<file path="src/rtl/mcq_pkg.sv">
package mcq_pkg;
  // header word field positions (decoded by the assembler and the issuer)
  localparam int HDR_CNT_LSB  = 0;
  localparam int HDR_CNT_W    = 4;
  localparam int HDR_MODE_LSB = 4;
  localparam int HDR_MODE_W   = 2;
  localparam int HDR_END_BIT  = 15;

  typedef enum logic [1:0] {
    PLANE_Y = 2'd0,
    PLANE_U = 2'd1,
    PLANE_V = 2'd2
  } plane_e;

  typedef enum logic [1:0] {
    ISS_IDLE  = 2'd0,
    ISS_START = 2'd1,
    ISS_WAIT  = 2'd2
  } iss_state_e;
endpackage

</file>
<file path="src/rtl/mcq_assembler.sv">
module mcq_assembler
  import mcq_pkg::*;
#(
  parameter int WORD_W    = 16,
  parameter int MAX_WORDS = 8,
  parameter int LEN_W     = 4
) (
  input  logic                        clk,
  input  logic                        rst_n,
  input  logic                        en,
  input  logic                        wr_en,
  input  logic [WORD_W-1:0]           wr_data,
  input  logic                        q_full,
  output logic                        push,
  output logic                        push_end,
  output logic [LEN_W-1:0]            push_len,
  output logic [MAX_WORDS*WORD_W-1:0] push_words,
  output logic                        ovf_set
);
  localparam int IDX_W = (MAX_WORDS > 1) ? $clog2(MAX_WORDS) : 1;

  logic [IDX_W-1:0]                   idx_q, idx_d;
  logic [LEN_W-1:0]                   rem_q, rem_d;
  logic [LEN_W-1:0]                   len_q, len_d;
  logic                               disc_q, disc_d;
  logic [MAX_WORDS-1:0][WORD_W-1:0]   buf_q, buf_d;
  logic [HDR_CNT_W-1:0]               hdr_cnt;
  logic                               hdr_end;
  logic [LEN_W-1:0]                   hdr_len;
  logic                               at_header;
  logic                               buf_we;

  assign hdr_cnt   = wr_data[HDR_CNT_LSB +: HDR_CNT_W];
  assign hdr_end   = wr_data[HDR_END_BIT];
  assign at_header = (rem_q == '0);
  assign buf_we    = en & wr_en;

  always_comb begin
    if (hdr_end)
      hdr_len = LEN_W'(1);
    else if (hdr_cnt == '0 || LEN_W'(hdr_cnt) > LEN_W'(MAX_WORDS))
      hdr_len = LEN_W'(MAX_WORDS);
    else
      hdr_len = LEN_W'(hdr_cnt);
  end

  always_comb begin
    idx_d   = idx_q;
    rem_d   = rem_q;
    len_d   = len_q;
    disc_d  = disc_q;
    buf_d   = buf_q;
    push    = 1'b0;
    ovf_set = 1'b0;
    if (!en) begin
      idx_d  = '0;
      rem_d  = '0;
      disc_d = 1'b0;
    end else if (wr_en) begin
      if (at_header) begin
        if (q_full) begin
          ovf_set = 1'b1;
          rem_d   = hdr_len - LEN_W'(1);
          disc_d  = (hdr_len != LEN_W'(1));
        end else begin
          buf_d    = '0;
          buf_d[0] = wr_data;
          len_d    = hdr_len;
          if (hdr_len == LEN_W'(1)) begin
            push = 1'b1;
          end else begin
            idx_d  = IDX_W'(1);
            rem_d  = hdr_len - LEN_W'(1);
            disc_d = 1'b0;
          end
        end
      end else begin
        rem_d = rem_q - LEN_W'(1);
        if (!disc_q) begin
          buf_d[idx_q] = wr_data;
          idx_d        = idx_q + 1'b1;
          if (rem_q == LEN_W'(1)) push = 1'b1;
        end
        if (rem_q == LEN_W'(1)) begin
          disc_d = 1'b0;
          idx_d  = '0;
        end
      end
    end
  end

  assign push_end   = at_header & hdr_end;
  assign push_len   = at_header ? hdr_len : len_q;
  assign push_words = buf_d;

  always_ff @(posedge clk or negedge rst_n) begin
    if (!rst_n) begin
      idx_q  <= '0;
      rem_q  <= '0;
      disc_q <= 1'b0;
      len_q  <= '0;
      buf_q  <= '0;
    end else begin
      idx_q  <= idx_d;
      rem_q  <= rem_d;
      disc_q <= disc_d;
      if (buf_we) begin
        len_q <= len_d;
        buf_q <= buf_d;
      end
    end
  end

  // never hand a command to a full queue
  assert_no_push_full_R3: assert property (@(posedge clk) disable iff (!rst_n)
    push |-> !q_full);
  // a discard phase always has words left to swallow
  assert_discard_pending_R4: assert property (@(posedge clk) disable iff (!rst_n)
    disc_q |-> (rem_q != '0));
  // disabling drops any half-built command
  assert_flush_partial_R8: assert property (@(posedge clk) disable iff (!rst_n)
    !en |=> (rem_q == '0));
endmodule

</file>
<file path="src/rtl/mcq_fifo.sv">
module mcq_fifo #(
  parameter int ENT_W = 8,
  parameter int DEPTH = 4,
  parameter int LVL_W = 3
) (
  input  logic             clk,
  input  logic             rst_n,
  input  logic             flush,
  input  logic             push,
  input  logic [ENT_W-1:0] push_data,
  input  logic             pop,
  output logic [ENT_W-1:0] head,
  output logic             empty,
  output logic             full,
  output logic [LVL_W-1:0] level
);
  localparam int PTR_W = (DEPTH > 1) ? $clog2(DEPTH) : 1;

  logic [ENT_W-1:0] mem [DEPTH];
  logic [PTR_W-1:0] wr_ptr_q, wr_ptr_d, rd_ptr_q, rd_ptr_d;
  logic [LVL_W-1:0] level_q, level_d;
  logic             push_ok, pop_ok;

  assign empty   = (level_q == '0);
  assign full    = (level_q == LVL_W'(DEPTH));
  assign level   = level_q;
  assign push_ok = push & ~full;
  assign pop_ok  = pop & ~empty;
  assign head    = mem[rd_ptr_q];

  always_comb begin
    wr_ptr_d = wr_ptr_q;
    rd_ptr_d = rd_ptr_q;
    level_d  = level_q;
    if (flush) begin
      wr_ptr_d = '0;
      rd_ptr_d = '0;
      level_d  = '0;
    end else begin
      if (push_ok)
        wr_ptr_d = (wr_ptr_q == PTR_W'(DEPTH-1)) ? '0 : wr_ptr_q + 1'b1;
      if (pop_ok)
        rd_ptr_d = (rd_ptr_q == PTR_W'(DEPTH-1)) ? '0 : rd_ptr_q + 1'b1;
      if (push_ok && !pop_ok)
        level_d = level_q + 1'b1;
      else if (pop_ok && !push_ok)
        level_d = level_q - 1'b1;
    end
  end

  always_ff @(posedge clk or negedge rst_n) begin
    if (!rst_n) begin
      wr_ptr_q <= '0;
      rd_ptr_q <= '0;
      level_q  <= '0;
    end else begin
      wr_ptr_q <= wr_ptr_d;
      rd_ptr_q <= rd_ptr_d;
      level_q  <= level_d;
    end
  end

  for (genvar s = 0; s < DEPTH; s++) begin : g_slot
    always_ff @(posedge clk) begin
      if (push_ok && !flush && wr_ptr_q == PTR_W'(s))
        mem[s] <= push_data;
    end
  end

  // the waiting count never exceeds the depth
  assert_level_bound_R3: assert property (@(posedge clk) disable iff (!rst_n)
    level_q <= LVL_W'(DEPTH));
  // the issuer only takes from a non-empty queue
  assert_pop_nonempty_R5: assert property (@(posedge clk) disable iff (!rst_n)
    pop |-> !empty);
endmodule

</file>
<file path="src/rtl/mcq_issuer.sv">
module mcq_issuer
  import mcq_pkg::*;
#(
  parameter int WORD_W    = 16,
  parameter int MAX_WORDS = 8,
  parameter int LEN_W     = 4
) (
  input  logic                        clk,
  input  logic                        rst_n,
  input  logic                        en,
  input  logic                        q_empty,
  input  logic                        head_end,
  input  logic [LEN_W-1:0]            head_len,
  input  logic [MAX_WORDS*WORD_W-1:0] head_words,
  output logic                        pop,
  output logic                        end_set,
  output logic                        eng_start,
  output logic [1:0]                  eng_plane,
  output logic [HDR_MODE_W-1:0]       eng_mode,
  output logic [LEN_W-1:0]            eng_len,
  output logic [MAX_WORDS*WORD_W-1:0] eng_words,
  input  logic                        eng_done
);
  iss_state_e                  st_q, st_d;
  plane_e                      plane_q, plane_d;
  logic [LEN_W-1:0]            len_q;
  logic [MAX_WORDS*WORD_W-1:0] words_q;
  logic                        round_fin, cmd_fin, slot_free, load;

  assign round_fin = (st_q == ISS_WAIT) & eng_done;
  assign cmd_fin   = round_fin & ((plane_q == PLANE_V) | ~en);
  assign slot_free = (st_q == ISS_IDLE) | cmd_fin;
  assign pop       = slot_free & en & ~q_empty;
  assign end_set   = pop & head_end;
  assign load      = pop & ~head_end;

  always_comb begin
    st_d    = st_q;
    plane_d = plane_q;
    case (st_q)
      ISS_START: st_d = ISS_WAIT;
      ISS_WAIT: begin
        if (round_fin) begin
          if (cmd_fin) begin
            st_d = ISS_IDLE;
          end else begin
            st_d    = ISS_START;
            plane_d = plane_e'(plane_q + 2'd1);
          end
        end
      end
      default: st_d = ISS_IDLE;
    endcase
    if (load) begin
      st_d    = ISS_START;
      plane_d = PLANE_Y;
    end
  end

  always_ff @(posedge clk or negedge rst_n) begin
    if (!rst_n) begin
      st_q    <= ISS_IDLE;
      plane_q <= PLANE_Y;
      len_q   <= '0;
      words_q <= '0;
    end else begin
      st_q    <= st_d;
      plane_q <= plane_d;
      if (load) begin
        len_q   <= head_len;
        words_q <= head_words;
      end
    end
  end

  assign eng_start = (st_q == ISS_START);
  assign eng_plane = plane_q;
  assign eng_mode  = words_q[HDR_MODE_LSB +: HDR_MODE_W];
  assign eng_len   = len_q;
  assign eng_words = words_q;

  // start is a single-cycle pulse
  assert_start_pulse_R5: assert property (@(posedge clk) disable iff (!rst_n)
    eng_start |=> !eng_start);
  // chroma rounds follow a done in the previous cycle
  assert_round_after_done_R5: assert property (@(posedge clk) disable iff (!rst_n)
    (eng_start && plane_q != PLANE_Y) |-> $past(eng_done));
  // an end command is retired only with no round outstanding
  assert_end_idle_R6: assert property (@(posedge clk) disable iff (!rst_n)
    end_set |=> !eng_start);
endmodule

</file>
<file path="src/rtl/mc_cmd_queue.sv">
module mc_cmd_queue
  import mcq_pkg::*;
#(
  parameter int WORD_W    = 16,
  parameter int MAX_WORDS = 8,
  parameter int DEPTH     = 4
) (
  input  logic                        clk,
  input  logic                        rst_n,
  input  logic                        en,
  input  logic                        wr_en,
  input  logic [WORD_W-1:0]           wr_data,
  input  logic [1:0]                  sts_clr,
  output logic                        eng_start,
  output logic [1:0]                  eng_plane,
  output logic [HDR_MODE_W-1:0]       eng_mode,
  output logic [$clog2(MAX_WORDS+1)-1:0] eng_len,
  output logic [MAX_WORDS*WORD_W-1:0] eng_words,
  input  logic                        eng_done,
  output logic [$clog2(DEPTH+1)-1:0]  q_level,
  output logic                        q_full,
  output logic                        end_sts,
  output logic                        ovf_sts,
  output logic                        irq
);
  localparam int LEN_W = $clog2(MAX_WORDS+1);
  localparam int LVL_W = $clog2(DEPTH+1);
  localparam int WV_W  = MAX_WORDS * WORD_W;
  localparam int ENT_W = 1 + LEN_W + WV_W;

  logic             push, push_end, ovf_set, pop, end_set, q_empty;
  logic [LEN_W-1:0] push_len;
  logic [WV_W-1:0]  push_words;
  logic [ENT_W-1:0] push_ent, head_ent;
  logic             end_q, end_d, ovf_q, ovf_d;

  mcq_assembler #(.WORD_W(WORD_W), .MAX_WORDS(MAX_WORDS), .LEN_W(LEN_W)) u_asm (
    .clk(clk), .rst_n(rst_n), .en(en), .wr_en(wr_en), .wr_data(wr_data),
    .q_full(q_full), .push(push), .push_end(push_end), .push_len(push_len),
    .push_words(push_words), .ovf_set(ovf_set)
  );

  assign push_ent = {push_end, push_len, push_words};

  mcq_fifo #(.ENT_W(ENT_W), .DEPTH(DEPTH), .LVL_W(LVL_W)) u_fifo (
    .clk(clk), .rst_n(rst_n), .flush(~en), .push(push), .push_data(push_ent),
    .pop(pop), .head(head_ent), .empty(q_empty), .full(q_full), .level(q_level)
  );

  mcq_issuer #(.WORD_W(WORD_W), .MAX_WORDS(MAX_WORDS), .LEN_W(LEN_W)) u_iss (
    .clk(clk), .rst_n(rst_n), .en(en), .q_empty(q_empty),
    .head_end(head_ent[ENT_W-1]), .head_len(head_ent[WV_W +: LEN_W]),
    .head_words(head_ent[WV_W-1:0]), .pop(pop), .end_set(end_set),
    .eng_start(eng_start), .eng_plane(eng_plane), .eng_mode(eng_mode),
    .eng_len(eng_len), .eng_words(eng_words), .eng_done(eng_done)
  );

  always_comb begin
    end_d = end_set | (end_q & ~(en & sts_clr[0]));
    ovf_d = ovf_set | (ovf_q & ~(en & sts_clr[1]));
  end

  always_ff @(posedge clk or negedge rst_n) begin
    if (!rst_n) begin
      end_q <= 1'b0;
      ovf_q <= 1'b0;
    end else begin
      end_q <= end_d;
      ovf_q <= ovf_d;
    end
  end

  assign end_sts = end_q;
  assign ovf_sts = ovf_q;
  assign irq     = end_q;

  // overflow stays set until an enabled clear
  assert_ovf_sticky_R4: assert property (@(posedge clk) disable iff (!rst_n)
    (ovf_sts && !(en && sts_clr[1])) |=> ovf_sts);
  // a disabled block keeps its end status
  assert_end_kept_R8: assert property (@(posedge clk) disable iff (!rst_n)
    (end_sts && !en) |=> end_sts);
  // the full flag tracks the waiting count
  assert_full_level_R3: assert property (@(posedge clk) disable iff (!rst_n)
    q_full |-> (q_level == LVL_W'(DEPTH)));
endmodule

</file>
<file path="config.mk">
export PLATFORM = sky130hd
export DESIGN_NAME = mc_cmd_queue
export DESIGN_NICKNAME = d
export VERILOG_FILES = /design/src/rtl/mcq_pkg.sv /design/src/rtl/mcq_assembler.sv /design/src/rtl/mcq_fifo.sv /design/src/rtl/mcq_issuer.sv /design/src/rtl/mc_cmd_queue.sv
export SDC_FILE = /design/constraint.sdc
export NUM_CORES = 1
export LEC_CHECK = 0
export BUFFER_PORTS_ARGS = -buffer_cell sky130_fd_sc_hd__buf_2
export CAP_MARGIN = 5
export CORE_ASPECT_RATIO = 1.1
export CORE_MARGIN = 5
export CORE_UTILIZATION = 30
export CTS_CLUSTER_SIZE = 14
export DETAILED_ROUTE_END_ITERATION = 10
export SLEW_MARGIN = 10
export SYNTH_ARGS = -nofsm -noshare
export SYNTH_HDL_FRONTEND = slang
export SYNTH_SLANG_ARGS = --single-unit
</file>
<file path="constraint.sdc">
create_clock -name clk -period 9 [get_ports clk]
set_input_delay 0.9 -clock clk [delete_from_list [all_inputs] [get_ports clk]]
set_output_delay 0.9 -clock clk [all_outputs]
set_load 0.05 [all_outputs]
</file>
; Yosys cells after proc, flatten, opt, wreduce, memory -nomap -nowiden
; Memory sizes are Yosys's and may differ from the RTL's.
; Index checks and enable logic that the tools add are counted.
[classes]
eq_ne = 22
n_mul = 0
n_div = 0
n_lt_le_gt_ge = 3
n_mux = 74
addsub = 8
bitwise = 24
n_reduce_logical = 26
n_shift = 0
[ops]
columns = cell, n
row1 = 2-to-1 mux 128 bit, 5
row2 = 2-to-1 mux 133 bit, 3
row3 = OR reduction 133 bit, 3
row4 = bitwise mux 128 bit, 1
row5 = demux 16 bit (select 3 bit), 1
row6 = 2-to-1 mux 4 bit, 8
row7 = 2-to-1 mux 2 bit, 15
row8 = 2-to-1 mux 3 bit, 10
row9 = 2-to-1 mux 1 bit, 29
row10 = 2-to-1 mux 16 bit, 1
row11 = AND 1 bit, 14
row12 = equality test 2 bit (second input constant), 5
row13 = inequality test 3 x 1 -> 1 bit (second input constant), 3
row14 = equality test 4 x 1 -> 1 bit (second input constant), 2
row15 = logical AND 1 bit, 8
row16 = logical NOT 4 bit, 2
row17 = subtractor 4 x 1 -> 4 bit (second input constant), 2
row18 = adder 2 x 1 -> 2 bit (second input constant), 3
row19 = adder 3 x 1 -> 3 bit (second input constant), 2
row20 = inequality test 2 x 1 -> 1 bit (second input constant), 3
row21 = inequality test 3 bit (second input constant), 2
row22 = inverter 1 bit, 6
row23 = AND reduction 3 bit, 2
row24 = AND reduction 5 bit, 1
row25 = other kinds (19), 26
[totals]
regBits = 285
memories = 1
inputBits = 23
mem_bits_ro = 0
latch_bits = 0
ramBits = 532
[memory_table]
columns = name, depth, width, rd, rd_clocked_by_memory_dff, wr, line_no
row1 = u_fifo.mem, 4, 133, 1, 0, 1, mcq_fifo.sv:19  ; logic [ENT_W-1:0] mem [DEPTH];

; Logic depth before layout (Yosys ltp)
; Gate-level depths: netlist (run 1).
[depth]
ltp_word = 19
ltp_mapped = 13
mapped_depth_nobuf = 12

; Modules after synthesis
; Synthesis (run 1) repeated with hierarchy kept, for this count alone.
[hier_totals]
cells_unflattened = 1772
area_unflattened_um2 = 32484.9
[by_module_without_submodules]
columns = module, cells_each, area_each_um2, n_inst
row1 = mcq_fifo, 756, 19730.2, 1
row2 = mcq_assembler, 698, 7272.0, 1
row3 = mcq_issuer, 310, 5398.9, 1
row4 = mc_cmd_queue, 8, 83.8, 1

; Least setup slack after synthesis (run 1)
; No wires, ideal clock.
[synth_path]
path_type = input to register
startpoint = input port wr_data[15]
endpoint = memory u_fifo.mem[0][0] (netlist name) (enable)
t_arrival_ns = 5.334
cell_stages = 8
n_path_buf = 1
slack_ns = 3.157
setup_ns = 0.509
cell_sequence = clkbuf_1 > inv_1 > nand3_1 > ha_1 > nand2_1 > a2111o_1 > nor2_4 > and2_1
[synth_between]
elab_chain_len = 16
[synth_lines]
columns = item, line_no
row1 = "start, declared", mc_cmd_queue.sv:12  ; input logic [WORD_W-1:0] wr_data,
row2 = 2-to-1 mux 4 bit *, mcq_assembler.sv:39  ; if (hdr_end)
row3 = equality test 4 x 1 -> 1 bit *, mcq_assembler.sv:69  ; if (hdr_len == LEN_W'(1)) begin
row4 = 2-to-1 mux 1 bit *, mcq_assembler.sv:69
row5 = 2-to-1 mux 1 bit *, mcq_assembler.sv:61  ; if (q_full) begin
row6 = 2-to-1 mux 1 bit *, mcq_assembler.sv:60  ; if (at_header) begin
row7 = 2-to-1 mux 1 bit *, mcq_assembler.sv:59  ; end else if (wr_en) begin
row8 = 2-to-1 mux 1 bit *, mcq_assembler.sv:55  ; if (!en) begin
row9 = AND 1 bit *, mcq_fifo.sv:27  ; assign push_ok = push & ~full;
row10 = logical AND 1 bit *, mcq_fifo.sv:65  ; if (push_ok && !flush && wr_ptr_q == PTR_W'(s))
row11 = logical AND 1 bit, mcq_fifo.sv:65
row12 = 2-to-1 mux 1 bit, mcq_fifo.sv:65
row13 = 2-to-1 mux 1 bit (not written as such), mcq_fifo.sv:66  ; mem[s] <= push_data;
row14 = OR reduction 133 bit (no line), -
row15 = 2-to-1 mux 2 bit (no line) / 2-to-1 mux 1 bit (equally long branches) (3 in a row), -
row16 = "end, declared", mcq_fifo.sv:19
; Every way passes the cells marked *; elsewhere a longest branch is shown, timed or not.

; Worst setup path in the final report (run 1)
[layout_path]
startpoint = input port wr_data[3]
endpoint = memory u_fifo.mem[1][48] (netlist name) (enable)
[layout_between]
elab_chain_len = 19
[layout_lines]
columns = item, line_no
row1 = > comparator 4 bit / logical NOT 4 bit (equally long branches), mcq_assembler.sv:41  ; else if (hdr_cnt == '0 || LEN_W'(hdr_cnt) > LEN_W'(MAX_WORDS))
row2 = logical OR 1 bit, mcq_assembler.sv:41
row3 = 2-to-1 mux 4 bit *, mcq_assembler.sv:41
row4 = 2-to-1 mux 4 bit *, mcq_assembler.sv:39
row5 = equality test 4 x 1 -> 1 bit *, mcq_assembler.sv:69
row6 = 2-to-1 mux 1 bit *, mcq_assembler.sv:69
row7 = 2-to-1 mux 1 bit *, mcq_assembler.sv:61
row8 = 2-to-1 mux 1 bit *, mcq_assembler.sv:60
row9 = 2-to-1 mux 1 bit *, mcq_assembler.sv:59
row10 = 2-to-1 mux 1 bit *, mcq_assembler.sv:55
row11 = AND 1 bit *, mcq_fifo.sv:27
row12 = logical AND 1 bit *, mcq_fifo.sv:65
row13 = logical AND 1 bit, mcq_fifo.sv:65
row14 = 2-to-1 mux 1 bit, mcq_fifo.sv:65
row15 = 2-to-1 mux 1 bit (not written as such), mcq_fifo.sv:66
row16 = OR reduction 133 bit (no line), -
row17 = 2-to-1 mux 2 bit (no line) / 2-to-1 mux 1 bit (equally long branches) (3 in a row), -
; Marks and branches as above.

==> results.ini, run 1 <==
[run_status]
status=finished clean

[logic_synthesis]
ys_seq_area_share_pct=73.2
syn_inst=1704
synth.distinct_cells=55
syn_avg_cell_area_sq_um=18.5
yosys_warnings=0
syn-num-nets=1739
synthArstFlopShare_pct=34.9
yosys_most_used_dff=edfxtp_1
syn_area_sq_um=31600
synth-edff-count=532
ys_ff_latch=817

[sta]
fin_setup_tns_ps=0
final.min_clock_period_ps=4550
setup_viol=0
finalMaxSlewViolations=0
worst_slack_ps=4450
finalClockSkew_ps=23.0
max_freq_mhz=220
fin_crit_sh_pct=50.6
worst_pin_slew_ps=1290
final_hold_viol_count=0
grt_setup_unrepaired=false
relSlewSlack_pct=13.9

[cts]
clk_pin_slew_worst_paths_ps=60
cts_tree=done
clockRootBuffer=clkbuf_16
cts_buffer_depth=3
cts_resized=0
clk-insertion-delay-late_ps=640
htreeDepth=3
cts.sinks=817
cts_hold_buffers=0
cts_buffers=86
post-cts-setup-buffers=0

[critical_path]
timing.rr.end=u_fifo.mem[1][48]
r2r_start=u_asm.rem_q[0]
critical_path_class=input port to flop
cp-start-kind=input port
critPathRequiredTime_ps=9250
r2r_cells=8
worstPathMaxFanout=48
rrSetupSlack_ps=4600
arrival_ps=4800
critPathCaptureType=flop

[power_and_ir_drop]
seqPwrFrac_pct=42.6
switchingPower_mw=3.90
p_leak_nw=13.1
p_int_mw=7.42
peakVddDrop_uv=184
swShare_pct=34.4
clock_power_share_pct=29.3
power_density_nw_per_um2=310
pwr-share-comb_pct=28.1

[route]
wirelength_microns=75900
wl_per_cell_microns=22.8
first_iter_violations=1316
viasPerCell=4.90
antenna_left=0
drc_errors=0
first_pass_iters=5
vias=16305

[cells_and_area]
final_core_util_pct=35.0
drive_gt1_share_pct=28.2
area_growth_syn_to_layout_pct=15.6
final_nets=1902

[place]
gpl.final_weighted_congestion=0.754
portBuffers=166
dpl.hpwl_microns=46800
place_ws_ps=3740

[grt]
grt_usage_pct=13.3
grt_pass1_vias=16765
grt_max_degree=155
grt_overflow=0
antenna_found_initial=5
grt_pass1_wl_microns=112000

[hold_path]
hold_class=input port to asynchronous set/reset pin

[floorplan]
rows=124
start_util_pct=30.3
die_h_microns=350
die_x_microns=319
die_area_sq_um=112000
ios=167
coreArea_sq_um=104000

[run]
max-cap-violations=0

==> layer usage <==
layer  part of all wire, %  track usage (%)  wire length [microns]
met5                     0                0                      0
met4                   2.2             3.60                   1640
met3                   5.0             2.55                   3830
met2                    51             22.9                  38700
met1                    42             17.3                  31700
==> stage by stage <==
stage	cell area [sq um]	power [mW]	instances	hold slack [ps]
after detailed placement	33900	8.18	3165	459
final	36500	11.3	3328	313
after global routing	36500	11.8	3326	346
after CTS	36500	11.5	3325	312
after floorplan	31600	7.20	1704	439
after global placement	33900	8.12	3165	451
==> power groups by stage <==
stage	Combinational (mW)	Sequential, mW	Clock (mW)
detailed placement	3.27	4.91	0
global route	3.37	4.89	3.58
CTS	3.28	4.83	3.41
global placement	3.23	4.88	0
floorplan	1.30	5.90	0
finish	3.18	4.82	3.32
==> area by class of cell <==
cell class / count / area [sq um]
tap: 1386 / 1730
inverter: 17 / 63.8
clock inverter: 36 / 278
sequential: 817 / 23100
timing repair buffer: 190 / 1030
fill: 9805 / 67700
multi-input combinational: 755 / 7940
antenna: 3 / 7.51
clock buffer: 124 / 2340
==> flip-flops by register name (all words and copies together), names as in the netlist <==
name / count
u_fifo.mem: 532
u_fifo.level: 3
u_iss.eng_words: 128
u_iss.eng_plane: 2
ovf_sts: 1
u_fifo.rd_ptr_q: 2
u_asm.rem_q: 4
u_asm.len_q: 4
end_sts: 1
u_iss.eng_len: 4
u_iss.st_q: 2
u_asm.idx_q: 3
u_asm.buf_q: 128
u_fifo.wr_ptr_q: 2
u_asm.disc_q: 1
==> how the worst max path moves through the flow <==
stage | start | endpoint | slack, ps | cells after the start
CTS | wr_data[3] | u_fifo.mem[1][57] | 4390 | 10
global route | wr_data[3] | u_fifo.mem[1][66] | 4240 | 10
detailed placement | wr_data[3] | u_fifo.mem[1][95] | 3740 | 10
global placement | wr_data[3] | u_fifo.mem[1][95] | 3720 | 10
floorplan | wr_data[15] | u_fifo.mem[0][0] | 3160 | 8
finish | wr_data[3] | u_fifo.mem[1][48] | 4450 | 10
==> cells in the mapped netlist, types with 3 or more instances <==
| cell | count | area share [%] |
|---|---|---|
| o21ai_0 | 98 | 1.6 |
| a31oi_1 | 3 | 0.059 |
| mux2_1 | 88 | 3.1 |
| o21ai_1 | 6 | 0.095 |
| nand3_1 | 5 | 0.079 |
| nand2b_1 | 4 | 0.079 |
| edfxtp_1 | 532 | 51 |
| clkbuf_1 | 62 | 0.74 |
| mux4_2 | 133 | 9.5 |
| nor2b_1 | 7 | 0.14 |
| buf_4 | 13 | 0.31 |
| o21ai_2 | 7 | 0.19 |
| mux2i_1 | 4 | 0.13 |
| nor3b_2 | 3 | 0.12 |
| a21oi_1 | 11 | 0.17 |
| nor2_4 | 4 | 0.14 |
| dfrtp_1 | 285 | 23 |
| nor4_1 | 6 | 0.12 |
| xnor2_1 | 3 | 0.083 |
| nor3_1 | 9 | 0.14 |
| mux2_2 | 77 | 2.7 |
| ha_1 | 11 | 0.44 |
| a22o_1 | 141 | 3.9 |
| nor2_1 | 20 | 0.24 |
| buf_1 | 11 | 0.13 |
| nand2_1 | 77 | 0.92 |
| and2_1 | 5 | 0.099 |
| inv_1 | 17 | 0.20 |
| buf_2 | 29 | 0.46 |
==> kinds of logic (layout without fill, tap and decap cells) <==
family / after synthesis / in the layout / synth area share [%]
other: 0 / 3 / 0
flip-flops: 817 / 817 / 73.2
buffers and inverters: 132 / 367 / 1.84
AO/OA/AOI/OAI: 283 / 283 / 6.49
XOR/XNOR: 3 / 3 / 0.0832
multiplexers: 302 / 302 / 15.5
AND/OR/NAND/NOR: 155 / 155 / 2.42
adder cells (fa/ha/maj): 12 / 12 / 0.499
==> critical path: stages <==
cell and delay [ps]:
buf_2 420, inv_1 160, nand3_1 200, ha_1 210, nand2_1 60, a2111o_1 460, nor2_4 240, and2_4 680
buf_4 660, buf_4 720
==> layout by cell type, fill, tap and decap left out, types with 6 or more instances in the layout <==
| cell | instances |
|---|---|
| nand2_1 | 77 |
| dfrtp_1 | 283 |
| o21ai_0 | 98 |
| nor4_1 | 6 |
| clkinv_2 | 12 |
| mux2_2 | 77 |
| edfxtp_1 | 532 |
| nor2b_1 | 7 |
| mux2_1 | 88 |
| clkinv_1 | 12 |
| buf_4 | 23 |
| buf_2 | 165 |
| clkbuf_16 | 86 |
| ha_1 | 11 |
| clkbuf_1 | 33 |
| inv_1 | 17 |
| nor2_1 | 18 |
| mux4_2 | 133 |
| a22o_1 | 141 |
| nor3_1 | 8 |
| a21oi_1 | 11 |
Note: power is estimated with default switching activity, not from simulation.
==> run 2: changes to the inputs <==
clock period = 4.1 ns   (was 9 ns; I/O delays follow)
==> results.ini, run 2 (same netlist as run 1, synthesis figures left out) <==
[cells_and_area]
area_growth_syn_to_layout_pct=17.2
top_register=u_fifo.mem
drive_gt1_share_pct=29.6
largest_reg_flops=532
final_core_util_pct=35.5
final_common_cell=edfxtp_1
final_cell_mix=532 x edfxtp_1, 283 x dfrtp_1, 165 x buf_2, 141 x a22o_1, 133 x mux4_2
final_cell_count_no_fill=3355
final_nets=1932
num-fill-cells=9760

[cts]
cts_buffers=84
cts.sinks=817
clk-insertion-delay-late_ps=650
clockRootBuffer=clkbuf_16
cts_buffer_depth=3
cts_resized=0
clk_pin_slew_worst_paths_ps=60
htreeDepth=3
cts_tree=done

[grt]
grt_pass1_vias=16947
antenna_found_initial=6
grt_usage_pct=13.2
grt_pass1_wl_microns=112000
grt_max_degree=135
grt_overflow=0

[critical_path]
rrSetupSlack_ps=800
r2r_cells=7
critPathRequiredTime_ps=4370
arrival_ps=3580
crit_path_max_incr_delay_ps=580
cp-start-kind=flop
crit_chain=inv_1 > ha_1 > or3b_1 > a2111o_1 > nor2_4 > and2_4 > buf_4
worstPathMaxFanout=29
critPathSlowestCell=and2_4
critical_path_class=flop to flop
critPathCaptureType=flop

[place]
gpl.final_weighted_congestion=0.795
post-place-cells=3196
dpl.hpwl_microns=47400
portBuffers=166

[sta]
final.min_clock_period_ps=3300
whs_ps=62.2
max_freq_mhz=303
grt_setup_unrepaired=false
final_hold_viol_count=0
worst_pin_slew_ps=1030
fin_crit_sh_pct=80.5
setup_viol=0
fin_setup_tns_ps=0
finalClockSkew_ps=56.8
relSlewSlack_pct=31.3
finalMaxSlewViolations=0

[floorplan]
coreArea_sq_um=104000
die_h_microns=350
die_x_microns=319
die_area_sq_um=112000
ios=167
start_util_pct=30.3
rows=124

[power_and_ir_drop]
power_density_nw_per_um2=677
peakVddDrop_uv=317
p_total_mw=25.1
p_leak_nw=13.3

[hold_path]
hold_path_depth=4
hold_class=input port to flop

[run_status]
status=finished clean

[route]
viasPerCell=4.82
antenna_left=0
drc_errors=0
wirelength_microns=75400
vias=16157
first_iter_violations=1116
wl_per_cell_microns=22.5
first_pass_iters=5

[run]
max-cap-violations=0

==> run 2: changes by cell type in the layout (fill, tap and decap cells not counted), sizes merged <==
| cell | delta |
|---|---|
| bufinv | +2 |
| clkbuf | -5 |
| diode | -2 |
| dlygate4sd3 | +1 |
| buf | +31 |
==> run 2: path summary, 6_finish.rpt <==
check | from | to
setup / recovery | u_asm.rem_q[0] | u_fifo.mem[3][70]
hold / removal | sts_clr[1] | ovf_sts
setup reg to reg | u_asm.rem_q[0] | u_fifo.mem[3][70]
hold reg to reg | u_asm.buf_q[105] | u_asm.buf_q[105]
max in group asynchronous | rst_n | u_fifo.level[1]
min in group asynchronous | rst_n | u_iss.eng_words[59]
==> run 2: repair_timing <==
item                                   4_1_cts  5_1_grt
buffers inserted                             0        0
endpoints found under the hold margin       99        0
hold buffers                                 1        0
setup endpoints to repair                    0        0
==> run 2: worst max-delay path, delay by kind of cell (launching register included) <==
family                   cells  cell delay [ps]
AND/OR/NAND/NOR              3             1230
AO/OA/AOI/OAI                1              520
buffers and inverters        2              480
flip-flops                   1              400
adder cells (fa/ha/maj)      1              280
==> run 2: power breakdown <==
| group | internal [mW] | total, mW | switching (mW) |
|---|---|---|---|
| Clock | 4.33 | 7.46 | 3.13 |
| Combinational | 2.22 | 7.11 | 4.89 |
| Sequential | 9.98 | 10.5 | 0.514 |
==> run 2: cell type report <==
| cell class | instances | area [sq um] | share of cell area [%] |
|---|---|---|---|
| Antenna cell | 1 | 2.50 | 0.00676 |
| Clock buffer | 119 | 2350 | 6.34 |
| Clock inverter | 38 | 355 | 0.960 |
| Inverter | 17 | 63.8 | 0.172 |
| Multi-Input combinational cell | 755 | 7910 | 21.4 |
| Sequential cell | 817 | 23100 | 62.5 |
| Tap cell | 1386 | 1730 | 4.69 |
| Timing Repair Buffer | 222 | 1480 | 3.99 |
==> run 2: layer usage <==
layer / part of all wire (%) / vias to the layer above / global-route usage [%]
met4: 2.3 / 0 / 3.86
met5: 0 / - / 0
met1: 42 / 8525 / 17.1
li1: - / 7130 / -
met2: 51 / 399 / 22.8
met3: 4.9 / 103 / 2.52
==> run 2: per-stage QoR <==
step / cell area [sq um] / setup slack (ps)
finish: 37000 / 798
global route: 37000 / 703
CTS: 37000 / 785
detailed placement: 34300 / 638
global placement: 34300 / 657
floorplan: 31600 / 237
==> run 3: changes to the inputs <==
ABC_AREA = 1   (was default)
clock period = 2.9 ns   (was 4.1 ns; I/O delays follow)
==> results.ini, run 3 <==
[cells_and_area]
final_cell_mix=695 x nor2_1, 532 x edfxtp_1, 374 x o21ai_0, 280 x dfrtp_1, 165 x buf_2
final_common_cell=nor2_1
drive_gt1_share_pct=14.1
final_cell_count_no_fill=4404
top_register=u_fifo.mem
largest_reg_flops=532
final_area_sq_um=37700
num-fill-cells=10506
final_nets=2962
final_core_util_pct=35.2
area_growth_syn_to_layout_pct=16.4

[power_and_ir_drop]
swShare_pct=39.7
p_leak_nw=13.9
power_density_nw_per_um2=1040
seqPwrFrac_pct=40.0
switchingPower_mw=15.6
p_total_mw=39.4
peakVddDrop_uv=772
clock_power_share_pct=25.1
p_int_mw=23.8
pwr-share-comb_pct=34.9

[run]
max-cap-violations=0

[route]
viasPerCell=4.80
wirelength_microns=87900
first_iter_violations=1919
drc_errors=0
first_pass_iters=5
vias=21153
antenna_left=0
wl_per_cell_microns=20.0

[hold_path]
min-delay-start=wr_data[9]
hold_class=input port to flop
hold_path_depth=2
min_to=u_asm.buf_q[9]

[place]
portBuffers=166
placed_cell_area_sq_um=35100
place_ws_ps=229
gpl.final_weighted_congestion=0.846
post-place-cells=4249
dpl.hpwl_microns=54700

[sta]
relSlewSlack_pct=20.9
max_freq_mhz=370
fin_crit_sh_pct=93.3
final.min_clock_period_ps=2710
finalClockSkew_ps=29.6
final_hold_viol_count=0
setup_viol=0
whs_ps=25.2
worst_slack_ps=194
worst_pin_slew_ps=1190
finalMaxSlewViolations=0
fin_setup_tns_ps=0
grt_setup_unrepaired=false

[critical_path]
worstPathMaxFanout=24
cp-start-kind=flop
r2r_start=u_asm.rem_q[0]
r2r_cells=8
critical_path_class=flop to flop
timing.rr.end=u_fifo.mem[2][77]
rrSetupSlack_ps=190
arrival_ps=2990
critPathCaptureType=flop
critPathRequiredTime_ps=3180

[cts]
clockRootBuffer=clkbuf_16
htreeDepth=3
cts_tree=done
clk-insertion-delay-late_ps=630
cts_buffer_depth=3
post-cts-setup-buffers=0
cts_buffers=77
cts.sinks=817
clk_pin_slew_worst_paths_ps=60

[floorplan]
die_area_sq_um=115000
ios=167
die_x_microns=323
die_h_microns=355
coreArea_sq_um=107000
rows=126
start_util_pct=30.2

[logic_synthesis]
synth.distinct_cells=43
synth.most_common_cell=nor2_1
ys_seq_area_share_pct=71.4
syn_avg_cell_area_sq_um=11.7
syn-num-nets=2796
synth-edff-count=532
synth_top_area_share_pct=49.3
syn_inst=2761
syn_area_sq_um=32400
yosys-top-cells-count=702 x nor2_1, 532 x edfxtp_1, 374 x o21ai_0
yosys_warnings=0
ys_ff_latch=817
synth_top_area_cell=edfxtp_1
synth_area_leaders=edfxtp_1 49%, dfrtp_1 22%, nor2_1 8.1%
yosys_most_used_dff=edfxtp_1
synthArstFlopShare_pct=34.9

[grt]
grt_max_degree=151
grt_pass1_wl_microns=130000
grt_pass1_vias=19954
grt_overflow=0
grt_usage_pct=15.0
antenna_found_initial=9

[run_status]
status=finished clean

## run 3: worst max-delay path by stage
stage,depth (start not counted),startpoint,end
finish,8,u_asm.rem_q[0],u_fifo.mem[2][77]
global route,8,u_asm.rem_q[0],u_fifo.mem[1][75]
CTS,8,u_asm.rem_q[0],u_fifo.mem[3][37]
detailed placement,8,u_asm.rem_q[0],u_fifo.mem[3][37]
global placement,20,wr_data[2],u_fifo.level[2]
floorplan,8,u_fifo.level[1],u_fifo.mem[0][0]
## run 3: final cells by class
type	instances	area, sq um	share of cell area, %
tap	1408	1760	4.67
sequential	817	23100	61.3
clock inverter	31	221	0.587
inverter	160	621	1.65
clock buffer	111	2250	5.96
antenna	6	15.0	0.0398
timing repair buffer	257	1880	4.99
multi-input combinational	1614	7830	20.8
## run 3: timing repair
item	4_1_cts	5_1_grt
setup endpoints to repair	0	0
gates resized for setup	0	0
hold buffers	7	0
endpoints found under the hold margin	70	0
## run 3: layer usage
layer / vias up / wire length [microns] / track usage (%)
met2: 518 / 42800 / 24.9
met4: 8 / 3190 / 5.61
met3: 145 / 5280 / 3.28
met5: - / 51 / 0
met1: 10410 / 36700 / 19.3
li1: 10072 / - / -
## run 3: cells by family after synthesis
group	after synthesis	synth area share, %
AO/OA/AOI/OAI	722	12.7
XOR/XNOR	5	0.135
adder cells (fa/ha/maj)	12	0.487
buffers and inverters	330	4.64
flip-flops	817	71.4
multiplexers	10	0.348
AND/OR/NAND/NOR	865	10.4
## run 3: worst max-delay path, stage by stage (launching register included)
cell	delay, ps
dfrtp_1	370
inv_1	80
ha_1	270
nand2_4	120
nor3_4	60
nor2_8	160
inv_4	120
a21oi_2	860
o22ai_1	290
## run 3: power by group through the flow
stage	Clock [mW]	Combinational [mW]	Sequential, mW
4_1_cts	10.1	14.0	15.8
5_1_grt	10.6	15.0	15.9
2_1_floorplan	0	6.59	18.9
3_3_place_gp	0	13.8	15.9
3_5_place_dp	0	13.9	16.0
6_report	9.89	13.8	15.7
